$ cat config.mk
export PLATFORM = sky130hd
export DESIGN_NAME = hsk_pport
export DESIGN_NICKNAME = d
export VERILOG_FILES = /design/src/rtl/hpp_pkg.sv /design/src/rtl/hpp_edge_sync.sv /design/src/rtl/hpp_flag_unit.sv /design/src/rtl/hpp_strobe_ctl.sv /design/src/rtl/hsk_pport.sv
export SDC_FILE = /design/constraint.sdc
export NUM_CORES = 1
export LEC_CHECK = 0
export BUFFER_PORTS_ARGS = -buffer_cell sky130_fd_sc_hd__clkbuf_2
export CAP_MARGIN = 0
export CORE_UTILIZATION = 47
export DETAILED_ROUTE_END_ITERATION = 10
export PLACE_DENSITY = 0.75
export SLEW_MARGIN = 30
export SYNTH_ARGS = -nofsm -noshare
export SYNTH_HDL_FRONTEND = slang
export SYNTH_SLANG_ARGS = --single-unit
$ cat constraint.sdc
create_clock -name clk -period 1.5 [get_ports clk]
set_clock_uncertainty 0.2 [all_clocks]
set_input_delay 0.225 -clock clk [delete_from_list [all_inputs] [get_ports clk]]
set_output_delay 0.225 -clock clk [all_outputs]
set_load 0.05 [all_outputs]
$ cat src/rtl/hpp_pkg.sv
// Shared register addresses and control-bit positions of the handshake port.
// Assumes a byte-wide control register regardless of the data width.
package hpp_pkg;
    localparam int          ADDR_W   = 3;
    localparam logic [2:0]  A_CTRL   = 3'd0;
    localparam logic [2:0]  A_PIN    = 3'd1;
    localparam logic [2:0]  A_HOLD   = 3'd2;
    localparam logic [2:0]  A_DIR    = 3'd3;
    localparam logic [2:0]  A_AUX    = 3'd4;
    localparam int          CB_IE    = 6;
    localparam int          CB_HS    = 4;
    localparam int          CB_OUT   = 3;
    localparam int          CB_LVL   = 2;
    localparam int          CB_RISE  = 1;
    localparam int          CB_PULSE = 0;
    localparam logic [6:0]  CTRL_WMASK = 7'h5F;
endpackage

$ cat src/rtl/hpp_edge_sync.sv
// Synchroniser plus edge detector for the strobe input.
// Assumes STAGES >= 2; emits a one-cycle pulse on the selected edge polarity.
module hpp_edge_sync #(
    parameter int STAGES = 2
) (
    input  logic clk,
    input  logic rst_n,
    input  logic async_in,
    input  logic rise_sel,
    output logic edge_hit
);
    logic [STAGES-1:0] sh_q;
    logic              last_q;

    // Shift the raw input through the synchroniser and keep one older copy.
    always_ff @(posedge clk) begin
        if (!rst_n) begin
            sh_q   <= '0;
            last_q <= 1'b0;
        end else begin
            sh_q   <= {sh_q[STAGES-2:0], async_in};
            last_q <= sh_q[STAGES-1];
        end
    end

    // Select the edge polarity that counts as active.
    always_comb begin
        edge_hit = rise_sel ? (sh_q[STAGES-1] & ~last_q)
                            : (~sh_q[STAGES-1] & last_q);
    end
endmodule

$ cat src/rtl/hpp_flag_unit.sv
// Status flag with a two-step clear: a status read that sees the flag set
// arms the clear, and the next holding-register access performs it.
// An active edge always wins and cancels a pending arm.
module hpp_flag_unit (
    input  logic clk,
    input  logic rst_n,
    input  logic edge_hit,
    input  logic status_rd,
    input  logic data_acc,
    output logic flag_q
);
    logic arm_q;

    // Track the flag and the armed state of the clear sequence.
    always_ff @(posedge clk) begin
        if (!rst_n) begin
            flag_q <= 1'b0;
            arm_q  <= 1'b0;
        end else begin
            if (edge_hit)
                flag_q <= 1'b1;
            else if (arm_q && data_acc)
                flag_q <= 1'b0;

            if (edge_hit)
                arm_q <= 1'b0;
            else if (status_rd && flag_q)
                arm_q <= 1'b1;
            else if (data_acc)
                arm_q <= 1'b0;
        end
    end
endmodule

$ cat src/rtl/hpp_strobe_ctl.sv
// Ready/strobe output generator: an interlocked ready level plus a
// fixed-length pulse counter. The caller decides when to arm, disarm or pulse.
module hpp_strobe_ctl #(
    parameter int PULSE_CYC = 2
) (
    input  logic clk,
    input  logic rst_n,
    input  logic hs_mode,
    input  logic pulse_sel,
    input  logic act_high,
    input  logic arm,
    input  logic disarm,
    input  logic pulse_go,
    output logic rdy_q,
    output logic strb_act,
    output logic strb
);
    localparam int CW = $clog2(PULSE_CYC + 1);
    logic [CW-1:0] cnt_q;

    // Interlocked ready level: a disarm beats an arm, and it drops outside handshake.
    always_ff @(posedge clk) begin
        if (!rst_n)
            rdy_q <= 1'b0;
        else if (disarm)
            rdy_q <= 1'b0;
        else if (arm)
            rdy_q <= 1'b1;
        else if (!hs_mode)
            rdy_q <= 1'b0;
    end

    // Pulse counter: load on request, cut short by a disarm, otherwise count down.
    always_ff @(posedge clk) begin
        if (!rst_n)
            cnt_q <= '0;
        else if (pulse_go && !disarm)
            cnt_q <= CW'(PULSE_CYC);
        else if (disarm)
            cnt_q <= '0;
        else if (cnt_q != '0)
            cnt_q <= cnt_q - 1'b1;
    end

    // Choose the level or the pulse source and apply the output polarity.
    always_comb begin
        strb_act = (hs_mode && !pulse_sel) ? rdy_q : (cnt_q != '0);
        strb     = act_high ? strb_act : ~strb_act;
    end
endmodule

$ cat src/rtl/hsk_pport.sv
// Strobed handshake parallel port: register file, read mux and mode decode.
// Assumes W >= 8 and one bus access per cycle. Pins are sampled without
// synchronisation and must be stable when the strobe edge is detected.
module hsk_pport
    import hpp_pkg::*;
#(
    parameter int W           = 8,
    parameter int PULSE_CYC   = 2,
    parameter int SYNC_STAGES = 2
) (
    input  logic              clk,
    input  logic              rst_n,
    input  logic              bus_sel,
    input  logic              bus_wr,
    input  logic              bus_rd,
    input  logic [ADDR_W-1:0] bus_addr,
    input  logic [W-1:0]      bus_wdata,
    output logic [W-1:0]      bus_rdata,
    input  logic [W-1:0]      pin_in,
    output logic [W-1:0]      pin_out,
    output logic [W-1:0]      pin_oe,
    output logic [W-1:0]      aux_out,
    input  logic              stra_in,
    output logic              strb_out,
    output logic              irq
);
    logic [6:0]   ctrl_q;
    logic [W-1:0] drv_q, dir_q, hold_q, aux_q;
    logic         edge_hit, flag_q, rdy_q, strb_act;
    logic         wr_ctrl, wr_pin, wr_hold, wr_dir, wr_aux, rd_ctrl, acc_hold, rd_hold;
    logic         hs_mode, out_mode, new_in_hs, pulse_eff, arm, disarm, pulse_go;

    // Decode bus strobes per register.
    always_comb begin
        wr_ctrl  = bus_sel && bus_wr && (bus_addr == A_CTRL);
        wr_pin   = bus_sel && bus_wr && (bus_addr == A_PIN);
        wr_hold  = bus_sel && bus_wr && (bus_addr == A_HOLD);
        wr_dir   = bus_sel && bus_wr && (bus_addr == A_DIR);
        wr_aux   = bus_sel && bus_wr && (bus_addr == A_AUX);
        rd_ctrl  = bus_sel && bus_rd && (bus_addr == A_CTRL);
        rd_hold  = bus_sel && bus_rd && (bus_addr == A_HOLD);
        acc_hold = rd_hold || wr_hold;
    end

    // Decode the mode and the ready/strobe events.
    always_comb begin
        hs_mode   = ctrl_q[CB_HS];
        out_mode  = ctrl_q[CB_OUT];
        new_in_hs = bus_wdata[CB_HS] && !bus_wdata[CB_OUT];
        pulse_eff = wr_ctrl ? bus_wdata[CB_PULSE] : ctrl_q[CB_PULSE];
        arm       = (wr_ctrl && new_in_hs)
                 || (hs_mode && !out_mode && rd_hold)
                 || (hs_mode && out_mode && wr_hold);
        disarm    = (hs_mode && edge_hit) || (wr_ctrl && !new_in_hs);
        pulse_go  = (!hs_mode && wr_aux) || (arm && pulse_eff);
    end

    // Control, direction, driver and auxiliary registers.
    always_ff @(posedge clk) begin
        if (!rst_n) begin
            ctrl_q <= '0;
            dir_q  <= '0;
            drv_q  <= '0;
            aux_q  <= '0;
        end else begin
            if (wr_ctrl)           ctrl_q <= bus_wdata[6:0] & CTRL_WMASK;
            if (wr_dir)            dir_q  <= bus_wdata;
            if (wr_pin || wr_hold) drv_q  <= bus_wdata;
            if (wr_aux)            aux_q  <= bus_wdata;
        end
    end

    // Holding register captures the pads on an active edge unless in output handshake.
    always_ff @(posedge clk) begin
        if (!rst_n)
            hold_q <= '0;
        else if (edge_hit && !(hs_mode && out_mode))
            hold_q <= pin_in;
    end

    hpp_edge_sync #(.STAGES(SYNC_STAGES)) u_sync (
        .clk(clk), .rst_n(rst_n), .async_in(stra_in),
        .rise_sel(ctrl_q[CB_RISE]), .edge_hit(edge_hit)
    );

    hpp_flag_unit u_flag (
        .clk(clk), .rst_n(rst_n), .edge_hit(edge_hit),
        .status_rd(rd_ctrl), .data_acc(acc_hold), .flag_q(flag_q)
    );

    hpp_strobe_ctl #(.PULSE_CYC(PULSE_CYC)) u_strb (
        .clk(clk), .rst_n(rst_n), .hs_mode(hs_mode), .pulse_sel(ctrl_q[CB_PULSE]),
        .act_high(ctrl_q[CB_LVL]), .arm(arm), .disarm(disarm), .pulse_go(pulse_go),
        .rdy_q(rdy_q), .strb_act(strb_act), .strb(strb_out)
    );

    // Read mux: output pins return the driver value, input pins the pad level.
    always_comb begin
        bus_rdata = '0;
        case (bus_addr)
            A_CTRL:  bus_rdata = W'({flag_q, ctrl_q});
            A_PIN:   bus_rdata = (dir_q & drv_q) | (~dir_q & pin_in);
            A_HOLD:  bus_rdata = hold_q;
            A_DIR:   bus_rdata = dir_q;
            A_AUX:   bus_rdata = aux_q;
            default: bus_rdata = '0;
        endcase
    end

    // Drive the pad-side and interrupt outputs.
    always_comb begin
        pin_out = drv_q;
        pin_oe  = dir_q;
        aux_out = aux_q;
        irq     = flag_q && ctrl_q[CB_IE];
    end
endmodule

Yosys cells after proc, flatten, opt, wreduce, memory -nomap -nowiden

Index checks and enable logic that the tools add are counted.

Bits in latches: 0
Register bits after elaboration: 46
Memories: 0
ROM bits: 0
Output and inout port bits: 34
Bits in writable memories: 0
Input bits: 25
Logic and storage cells: 88

Multipliers: 0
$lt $le $gt $ge: 0
Shift-type cells: 0
Eq/ne operators: 5
Div/mod/pow operators: 0
Mux-type cells: 14
Reduce and logical (&&, ||, !) cells: 46
Bitwise logic cells: 10
Add/sub/neg operators: 1

Operators by type and width:

| kind                                                  | count |
|---|---|
| case mux 8 bit (5 select lines)                       | 1 |
| logical AND 1 bit                                     | 25 |
| bitwise AND 8 bit                                     | 2 |
| 2-to-1 mux 1 bit                                      | 10 |
| inverter 8 bit                                        | 1 |
| bitwise OR 8 bit                                      | 1 |
| zero test 1 bit                                       | 7 |
| equality test 3 x 2 -> 1 bit, second input constant   | 2 |
| logical OR 1 bit                                      | 6 |
| 2-to-1 mux 2 bit                                      | 3 |
| nonzero test 2 bit                                    | 3 |
| inverter 1 bit                                        | 4 |
| OR reduction 2 bit                                    | 2 |
| equality test 3 x 1 -> 1 bit, second input constant   | 1 |
| equality test 3 bit, second input constant            | 1 |
| zero test 3 bit                                       | 1 |
| nonzero test 3 bit                                    | 1 |
| OR reduction 3 bit                                    | 1 |
| bitwise AND 1 bit                                     | 2 |
| inequality test 2 x 1 -> 1 bit, second input constant | 1 |
| subtractor 2 x 1 -> 2 bit, second input constant      | 1 |

Logic depth before layout (Yosys ltp)

Gate-level depths: netlist of the first run.

Depth in word-level cells: 9
Depth in mapped cells: 6
Depth with buffers taken out: 4

Modules after synthesis

A second synthesis of the first run with hierarchy kept.

Cell total of the unflattened synthesis: 253
Area, all modules: 2303.5 um^2

By module, submodules not included:

| module         | area an instance (um^2) | cells each | times used | seq. area each (um^2) |
|---|---|---|---|---|
| hsk_pport      | 1979.4                  | 220        | 1          | 760.7 |
| hpp_strobe_ctl | 141.4                   | 15         | 1          | 60.1 |
| hpp_edge_sync  | 102.6                   | 9          | 1          | 60.1 |
| hpp_flag_unit  | 80.1                    | 9          | 1          | 40.0 |

Worst setup path after synthesis of the first run

Ideal clock, no wire load.

Path kind: flip-flop to output port
Start point: register dir_q[2], in the netlist pin_oe[2]
End point: output port bus_rdata[2]
Setup slack: -677 ps
Arrival: 1752 ps
Stages on the path, launching flop included: 5
Data required time: 1075 ps
Cell sequence: dfxtp_1 -> mux2i_1 -> nor2_1 -> a31oi_1 -> o22ai_1

Cells in the longest elaborated chain, start to end: 4
Elaborated cells on any way between the ends: 5
Classes of those cells: mux (1); bitwise (4)

Ends and longest elaborated chain:

| item                                | line             | text |
|---|---|---|
| start: declaration                  | hsk_pport.sv:28  | `logic [W-1:0] drv_q, dir_q, hold_q, aux_q;` |
| start signal: assignment            | hsk_pport.sv:67  | `if (wr_dir) dir_q <= bus_wdata;` |
| inverter 8 bit                      | hsk_pport.sv:102 | `A_PIN: bus_rdata = (dir_q & drv_q) \| (~dir_q & pin_in);` |
| bitwise AND 8 bit                   | hsk_pport.sv:102 |  |
| bitwise OR 8 bit                    | hsk_pport.sv:102 |  |
| case mux 8 bit (5 select lines) (*) | hsk_pport.sv:100 | `case (bus_addr)` |
| end: declaration                    | hsk_pport.sv:18  | `output logic [W-1:0] bus_rdata,` |

Mark *: on every way between the ends. The rest lies on a longest branch, timed or not.

Final worst setup path of the first run

Start point: register ctrl_q[4]
End point: output port strb_out

Cells in the longest elaborated chain, start to end: 4

Ends and longest elaborated chain:

| item                     | line                 | text |
|---|---|---|
| start: declaration       | hsk_pport.sv:27      | `logic [6:0] ctrl_q;` |
| start signal: assignment | hsk_pport.sv:66      | `if (wr_ctrl) ctrl_q <= bus_wdata[6:0] & CTRL_WMASK;` |
| logical AND 1 bit (*)    | hpp_strobe_ctl.sv:47 | `strb_act = (hs_mode && !pulse_sel) ? rdy_q : (cnt_q != '0);` |
| 2-to-1 mux 1 bit (*)     | hpp_strobe_ctl.sv:47 |  |
| inverter 1 bit           | hpp_strobe_ctl.sv:48 | `strb = act_high ? strb_act : ~strb_act;` |
| 2-to-1 mux 1 bit (*)     | hpp_strobe_ctl.sv:48 |  |
| end: declaration         | hsk_pport.sv:24      | `output logic strb_out,` |

Marked as above.

==> results.md, run 1 <==
| Item | Value | Unit |
|---|---|---|
| Avg Cell Area, Syn | 9.131 | sq um |
| Critical hold path startpoint | pin_in[5] | - |
| Run status | finished with violations | - |
| Busiest grt layer | met2 | - |
| DR vias | 2298 | - |
| Worst slew margin | 71.54 | % |
| Buf/Inv on CP | 1 | - |
| Min-Delay Path Class | input pin to flop | - |
| Met2 Usage GRT | 47.48 | % |
| Timing-limited maximum frequency | 0.5453 | GHz |
| Count of endpoints failing hold in the final timing report | 0 | - |
| Detailed Place HPWL | 4.792 | mm |
| Synth top area cells | sky130_fd_sc_hd__dfxtp_1 40%, sky130_fd_sc_hd__mux2i_1 17%, sky130_fd_sc_hd__nor2b_1 9.2%, sky130_fd_sc_hd__a21oi_1 3.7%, sky130_fd_sc_hd__nor2_1 2.4% | - |
| Total clock buffers created by CTS | 5 | - |
| Register area share after synthesis | 40.02 | % |
| Launch point of the worst reg-to-reg path | ctrl_q[1]$_SDFFE_PN0P_ | - |
| Count of routing violations after the opening detailed-route iteration | 72 | - |
| I/O pin count | 59 | - |
| DRC | 0 | - |
| CP Launch Type | flop | - |
| Area post-placement | 3256 | sq um |
| Post-layout worst setup margin | -333.8 | ps |
| Die Span Y | 71.97 | um |
| Power per Cell Area | 683.7 | nW/um^2 |
| Largest net degree at the start of global routing | 22 | - |
| Fin Hold WS | 9.372 | ps |
| Period Utilization, post-route | 122.3 | % |
| Worst IR drop on VDD | 0.5920 | mV |
| Effective utilization at floorplan | 48.72 | % |
| Grt met3 use | 5.417 | % |
| Clock share of power | 29.3 | % |
| Total core area | 4723 | sq um |
| Largest area contributor in the synthesized netlist | sky130_fd_sc_hd__dfxtp_1 | - |
| First drt pass iteration count | 4 | - |
| Endpoint of the worst hold path | hold_q[5]$_SDFFE_PN0P_ | - |
| Failing checks | negative setup slack | - |
| Worst Hold Path Cells | 3 | - |
| Delay of the slowest cell on the worst path | 360 | ps |
| Critical-path cell list | nor2b_4 > nor3_2 > a21oi_2 > xnor2_4 > buf_12 | - |
| Clk sink count | 46 | - |
| Final design area excluding fillers | 3623 | sq um |
| Ys async rst share | 0 | % |
| Switching power share of the total | 27.58 | % |
| Number of buffers inserted by port buffering | 58 | - |
| Cell area after synthesis | 2301 | sq um |
| Final slew viol count | 0 | - |
| Clk Latency, worst-skew pair | 300 | ps |
| Biggest fanout along the worst timing path | 3 | - |
| Layout overhead on the synthesized area | 57.48 | % |
| Full die area | 5180 | sq um |
| Category of the critical setup timing path | flop to primary output | - |
| Data arrival time at the worst-slack endpoint | 1410 | ps |
| Met1 track demand over resource in global routing | 29.46 | % |
| Layout cell share with drive strength beyond 1 | 54.02 | % |
| Master of the slowest instance on the critical path | sky130_fd_sc_hd__dfxtp_2 | - |
| Total gr overflow | 0 | - |
| TritonCTS clock tree | yes | - |
| Clock transition time at the flip-flop clock pins of the worst setup and hold paths | 80 | ps |
| Pleak | 1.524 | nW |
| Register-to-register path setup slack | -120 | ps |
| Cell family with the largest share of critical-path delay | flip-flops | - |
| Nature of the critical path endpoint | primary output | - |
| Post-synth top area share | 40.02 | % |
| Post-Syn Instances | 252 | - |
| Count of antenna-violating nets left after detailed routing | 0 | - |
| Antenna diode instance count | 0 | - |
| Min Tclk post-route | 1834 | ps |
| Top_reg_cell synth | sky130_fd_sc_hd__dfxtp_1 | - |
| Unique cell type count in the Yosys netlist | 37 | - |
| # rows | 25 | - |
| Internal | 0.001794 | W |
| Unrepaired setup endpoints after global routing | true | - |
| Net count after synthesis | 277 | - |
| Vias in the first global route | 2254 | - |
| Drt wl/cell | 15.91 | um |
| P_sw | 0.0006833 | W |
| Number of antenna violations at the first check in global routing | 0 | - |
| Dominant cell by count in the synthesized netlist | sky130_fd_sc_hd__dfxtp_1 | - |
| Warnings, synthesis | 0 | - |
| Commonest cells in the synthesized netlist | 46 x sky130_fd_sc_hd__dfxtp_1, 40 x sky130_fd_sc_hd__mux2i_1, 34 x sky130_fd_sc_hd__nor2b_1 | - |
| Largest buffer count on any clock path | 2 | - |
| H-tree levels | 2 | - |
| Global-route wire length before repair | 10.38 | mm |
| Number of enable flip-flop cells after synthesis | 0 | - |
| Post-Route WL | 6.809 | mm |
| Maxcap violations | 0 | - |
| Clock root buffer master | sky130_fd_sc_hd__clkbuf_8 | - |
| Proportion of power drawn by combinational gates | 19.9 | % |
| Endpoints failing setup | 22 | - |
| Final weighted congestion of routability-driven global placement | 0.9873 | - |
| Combined global-route utilization of all metal layers | 26.24 | % |
| Reg-to-reg critical path endpoint | hold_q[6]$_SDFFE_PN0P_ | - |
| Proportion of power drawn by flip-flops and latches | 50.8 | % |
| Die width | 71.97 | um |
| Register bit total from synthesis | 46 | - |
| Tightest Pin Transition | 422.2 | ps |
| Required time reported for the critical path endpoint | 1070 | ps |
| Vias per cell | 5.369 | - |
| FF-to-FF path depth | 7 | - |
| Final nets | 385 | - |
stage by stage:
step | total power [W] | worst slack (ps) | TNS (ps) | cells | utilization [%]
2_1_floorplan | 0.001547 | -56.64 | -544.3 | 252 | -
3_3_place_gp | 0.001727 | -288.4 | -7095 | 410 | 68.93
3_5_place_dp | 0.001734 | -317.7 | -8054 | 410 | 68.93
4_1_cts | 0.002467 | -356.6 | -1916 | 423 | 74.44
5_1_grt | 0.002563 | -425.9 | -4162 | 428 | 76.72
6_report | 0.002477 | -333.8 | -2845 | 428 | 76.72
power by group through the flow:
stage          sequential, W  combinational (W)  clock, W
6_report             0.00126           0.000493  0.000726
2_1_floorplan        0.00132           0.000225         0
3_3_place_gp         0.00129           0.000441         0
4_1_cts              0.00126           0.000473  0.000736
5_1_grt              0.00126           0.000520  0.000783
3_5_place_dp         0.00129           0.000447         0
area by class of cell:
class	count	area, sq um
clock buffers	8	80.08
multi-input cells	187	1564
well taps	67	83.83
repair buffers	115	913.4
fillers	306	1100
flip-flops and latches	46	963.4
inverters	5	18.77
cells in the final DEF (no fill, tap or decap), drive strengths merged:
cell         netlist  final
dlygate4sd3        0      1
mux2i             40     40
a22o               1      1
and3b              2      2
and2               5      5
nor2b             34     34
o31a               1      1
nand4              1      1
nand3              9      9
xnor2              2      2
o21a               7      7
nor3               3      3
o2111a             1      1
mux2               1      1
or3                1      1
dfxtp             46     46
a31oi              2      2
nand2             12     12
clkbuf             7     57
a21boi             7      7
buf                7     65
nor2              16     16
o41ai              1      1
o21ai              6      6
inv                5      5
and4bb             1      1
and3               1      1
nand2b             3      3
and4               2      2
a21oi             17     17
o22ai              8      8
nor3b              3      3
tightest hold or removal path: stages:
cell                       delay, ps
sky130_fd_sc_hd__clkbuf_2        100
sky130_fd_sc_hd__mux2i_1          60
sky130_fd_sc_hd__nor2b_1          90
routing by layer:
metal	share of wire, %	wire [um]
met1	40	2730
met2	53	3613
met3	4.1	282
met4	2.7	182
met5	0	0
what timing repair did:
action	in CTS	in global routing
hold endpoints to repair	1	0
setup buffers	6	7
pin swaps	8	9
gates resized for setup	35	24
setup endpoints to repair	16	22
hold buffers	1	0
logic make-up (layout without fill, tap and decap cells):
kind of cell    after synthesis  after routing  synth area share, %
simple gates                 93             93                23.06
compound gates               51             51                14.08
flops                        46             46                40.02
mux                          41             41                17.89
buf+inv                      19            128                4.187
xor+xnor                      2              2               0.7614
state kept, by name (all words and copies together), names as in the netlist:
signal         cells
u_sync.last_q      1
ctrl_q             6
u_flag.flag_q      1
hold_q             8
pin_oe             8
pin_out            8
u_flag.arm_q       1
u_strb.cnt_q       2
u_sync.sh_q        2
u_strb.rdy_q       1
aux_out            8
worst max-delay path by stage:
stage	from	endpoint	slack (ps)	cells past startpoint
floorplan	bus_addr[2]	pin_oe[0]$_SDFFE_PN0P_	-60	6
global placement	bus_addr[1]	bus_rdata[1]	-290	7
detailed placement	bus_addr[1]	bus_rdata[6]	-320	7
CTS	pin_oe[2]$_SDFFE_PN0P_	bus_rdata[2]	-360	5
global route	ctrl_q[4]$_SDFFE_PN0P_	strb_out	-430	5
finish	ctrl_q[4]$_SDFFE_PN0P_	strb_out	-330	5
Power figures use the tool's default switching activity.
==> run 2, diff against run 1 <==
- clock period: 1.5 -> 1.6 ns (I/O delays scaled with it)
==> run 2 against run 1 <==
  * The run still ends with negative setup slack left
  * Clock power grew 3.9%
  * Global-route usage rose by 0.63 points
  * Via count decreased by 3.8%
  * Design area down 2.6%
  * First-iteration DRC count is 65% higher
  * Sequential power down 6%
  * Cell count decreased by 1.9%
  * Power down 4.1%
  * Die area unchanged
  * Utilization shrank 2.0 points
  * Largest cell class unchanged
  * Largest power group unchanged
  * Highest routed layer unchanged
==> results.md, run 2 (synthesis gave the netlist of run 1 again) <==
| Item | Value | Unit | Delta |
|---|---|---|---|
| Min Tclk post-route | 1794 | ps |  |
| Clock root buffer master | sky130_fd_sc_hd__clkbuf_8 | - | unchanged |
| Number of antenna violations at the first check in global routing | 0 | - | unchanged |
| Drt wl/cell | 15.59 | um | was 15.91 um |
| Power per Cell Area | 672.6 | nW/um^2 | was 683.7 nW/um^2 |
| Worst slew margin | 77.65 | % | was 71.54% |
| Final slew viol count | 0 | - | unchanged |
| Nature of the critical path endpoint | primary output | - | unchanged |
| Most common library cell in the layout ignoring fill and taps | sky130_fd_sc_hd__clkbuf_2 | - | was sky130_fd_sc_hd__buf_4 |
| Largest net degree at the start of global routing | 29 | - | was 22 |
| Post-Route WL | 6.546 | mm | was 6.809 mm |
| Effective utilization at floorplan | 48.72 | % | unchanged |
| Vias per cell | 5.264 | - | was 5.369 |
| Vias in the first global route | 2184 | - | was 2254 |
| Count of antenna-violating nets left after detailed routing | 0 | - | unchanged |
| Post-layout worst setup margin | -194.3 | ps | was -333.8 ps |
| Area post-placement | 3171 | sq um | was 3256 sq um |
| Detailed Place HPWL | 4.590 | mm | was 4.792 mm |
| Min-Delay Path Class | input pin to flop | - | unchanged |
| Fin Hold WS | 4.650 | ps | was 9.372 ps |
| Count of endpoints failing hold in the final timing report | 0 | - | unchanged |
| TritonCTS clock tree | yes | - | unchanged |
| Pleak | 1.498 | nW | was 1.524 nW |
| Run status | finished with violations | - | unchanged |
| Clk sink count | 46 | - | unchanged |
| I/O pin count | 59 | - | unchanged |
| Total clock buffers created by CTS | 5 | - | unchanged |
| Critical Path End | strb_out | - | unchanged |
| Most used cells in the layout excluding fill and tap cells | 47 x sky130_fd_sc_hd__clkbuf_2, 41 x sky130_fd_sc_hd__buf_4, 40 x sky130_fd_sc_hd__mux2i_1, 33 x sky130_fd_sc_hd__nor2b_1, 27 x sky130_fd_sc_hd__dfxtp_2 | - | was 49 x sky130_fd_sc_hd__buf_4, 47 x sky130_fd_sc_hd__clkbuf_2, 39 x sky130_fd_sc_hd__mux2i_1, 32 x sky130_fd_sc_hd__nor2b_1, 28 x sky130_fd_sc_hd__dfxtp_2 |
| Layout cell share with drive strength beyond 1 | 49.86 | % | was 54.02% |
| Antenna diode instance count | 0 | - | unchanged |
| Die width | 71.97 | um | unchanged |
| Category of the critical setup timing path | flop to primary output | - | unchanged |
| Total gr overflow | 0 | - | unchanged |
| Reg-to-reg critical path endpoint | u_strb.cnt_q[1]$_SDFFE_PN0P_ | - | was hold_q[6]$_SDFFE_PN0P_ |
| Full die area | 5180 | sq um | unchanged |
| Timing-limited maximum frequency | 0.5573 | GHz |  |
| CP Launch Type | flop | - | unchanged |
| Maxcap violations | 0 | - | unchanged |
| Global-route wire length before repair | 10.59 | mm | was 10.38 mm |
| Period Utilization, post-route | 112.1 | % |  |
| Launch point of the worst reg-to-reg path | ctrl_q[1]$_SDFFE_PN0P_ | - | unchanged |
| Combined global-route utilization of all metal layers | 26.87 | % | was 26.24% |
| Tightest Pin Transition | 335.2 | ps | was 422.2 ps |
| Clock transition time at the flip-flop clock pins of the worst setup and hold paths | 80 | ps | about the same |
| Data arrival time at the worst-slack endpoint | 1350 | ps | was 1410 ps |
| Register-to-register path setup slack | 90 | ps | was -120 ps |
| Critical path startpoint | ctrl_q[4]$_SDFFE_PN0P_ | - | unchanged |
| Required time reported for the critical path endpoint | 1160 | ps | was 1070 ps |
| Biggest fanout along the worst timing path | 2 | - | was 3 |
| FF-to-FF path depth | 5 | - | was 7 |
| Clk Latency, worst-skew pair | 300 | ps | about the same |
| # rows | 25 | - | unchanged |
| Total core area | 4723 | sq um | unchanged |
| First drt pass iteration count | 4 | - | unchanged |
| Final weighted congestion of routability-driven global placement | 0.8961 | - | was 0.9873 |
| Largest buffer count on any clock path | 2 | - | unchanged |
| DR vias | 2211 | - | was 2298 |
| Die Span Y | 71.97 | um | unchanged |
| Layout overhead on the synthesized area | 53.45 | % | was 57.48% |
| H-tree levels | 2 | - | unchanged |
| Endpoints failing setup | 9 | - | was 22 |
| Failing checks | negative setup slack | - | unchanged |
| Unrepaired setup endpoints after global routing | true | - | unchanged |
| Worst IR drop on VDD | 0.5494 | mV | was 0.5920 mV |
| Final design area excluding fillers | 3531 | sq um | was 3623 sq um |
| Count of routing violations after the opening detailed-route iteration | 119 | - | was 72 |
| Number of buffers inserted by port buffering | 58 | - | unchanged |
| Final nets | 377 | - | was 385 |
| DRC | 0 | - | unchanged |
run 2: cell count changes in the layout (fill, tap and decap cells not counted), moves of 2 or more:
cell	change
sky130_fd_sc_hd__buf_4	-8
sky130_fd_sc_hd__a21oi_2	-3
sky130_fd_sc_hd__buf_6	-2
sky130_fd_sc_hd__nor2_1	+2
sky130_fd_sc_hd__clkbuf_8	+2
sky130_fd_sc_hd__a21oi_1	+2
sky130_fd_sc_hd__clkbuf_1	-3
sky130_fd_sc_hd__nor2_2	-2
run 2: repair_timing:
action | 4_1_cts | 5_1_grt
gates resized for setup | 43 | 10
setup buffers | 5 | 3
hold buffers | 1 | 0
hold endpoints to repair | 1 | 0
pin swaps | 10 | 4
endpoints found under the setup margin | 18 | 17
run 2: metal layers:
layer  track usage [%]  share of wire [%]  routed length (um)
met5                 0                  0                   0
met3             5.417                4.4                 290
met4             9.804                2.0                 129
met1             34.74                 43                2847
met2             44.65                 50                3278
run 2: through the flow:
step                util, %  instances  power (W)  TNS (ps)  setup slack (ps)
floorplan                 -        252   0.001442    -142.2            -17.16
CTS                   73.48        417   0.002377     -1321            -218.8
finish                74.76        420   0.002375     -1229            -194.3
global route          74.76        420   0.002459     -1737            -259.2
detailed placement    67.13        403   0.001609     -8264            -304.7
global placement      67.13        403   0.001603     -6913            -270.5
run 2: worst min-delay path by stage:
stage | to | cells past startpoint | start | slack, ps
after floorplan | u_sync.sh_q[0]$_SDFF_PN0_ | 1 | stra_in | 170
after global placement | u_sync.sh_q[1]$_SDFF_PN0_ | 1 | u_sync.sh_q[0]$_SDFF_PN0_ | 210
after detailed placement | u_sync.sh_q[1]$_SDFF_PN0_ | 1 | u_sync.sh_q[0]$_SDFF_PN0_ | 230
after CTS | ctrl_q[1]$_SDFFE_PN0P_ | 3 | bus_wdata[1] | 6
after global routing | ctrl_q[1]$_SDFFE_PN0P_ | 3 | bus_wdata[1] | 30
final | ctrl_q[1]$_SDFFE_PN0P_ | 3 | bus_wdata[1] | 5
run 2: area by class of cell:
cell class / count / area, sq um
Inverter: 5 / 18.77
Sequential cell: 46 / 962.2
Clock buffer: 6 / 82.58
Timing Repair Buffer: 107 / 854.6
Multi-Input combinational cell: 187 / 1518
Fill cell: 316 / 1192
Tap cell: 67 / 83.83
Clock inverter: 2 / 11.26
run 2: critical path, stage by stage (launching register included):
cell                      delay [ps]
sky130_fd_sc_hd__dfxtp_2         330
sky130_fd_sc_hd__nor2b_4         130
sky130_fd_sc_hd__buf_6           110
sky130_fd_sc_hd__a21oi_4         180
sky130_fd_sc_hd__xnor2_4         150
sky130_fd_sc_hd__buf_12          150
run 2: power breakdown:
part	internal [W]	total, W	switching, W
registers	0.00116	0.00118	0.0000155
clock network	0.000349	0.000754	0.000405
logic	0.000195	0.000442	0.000247
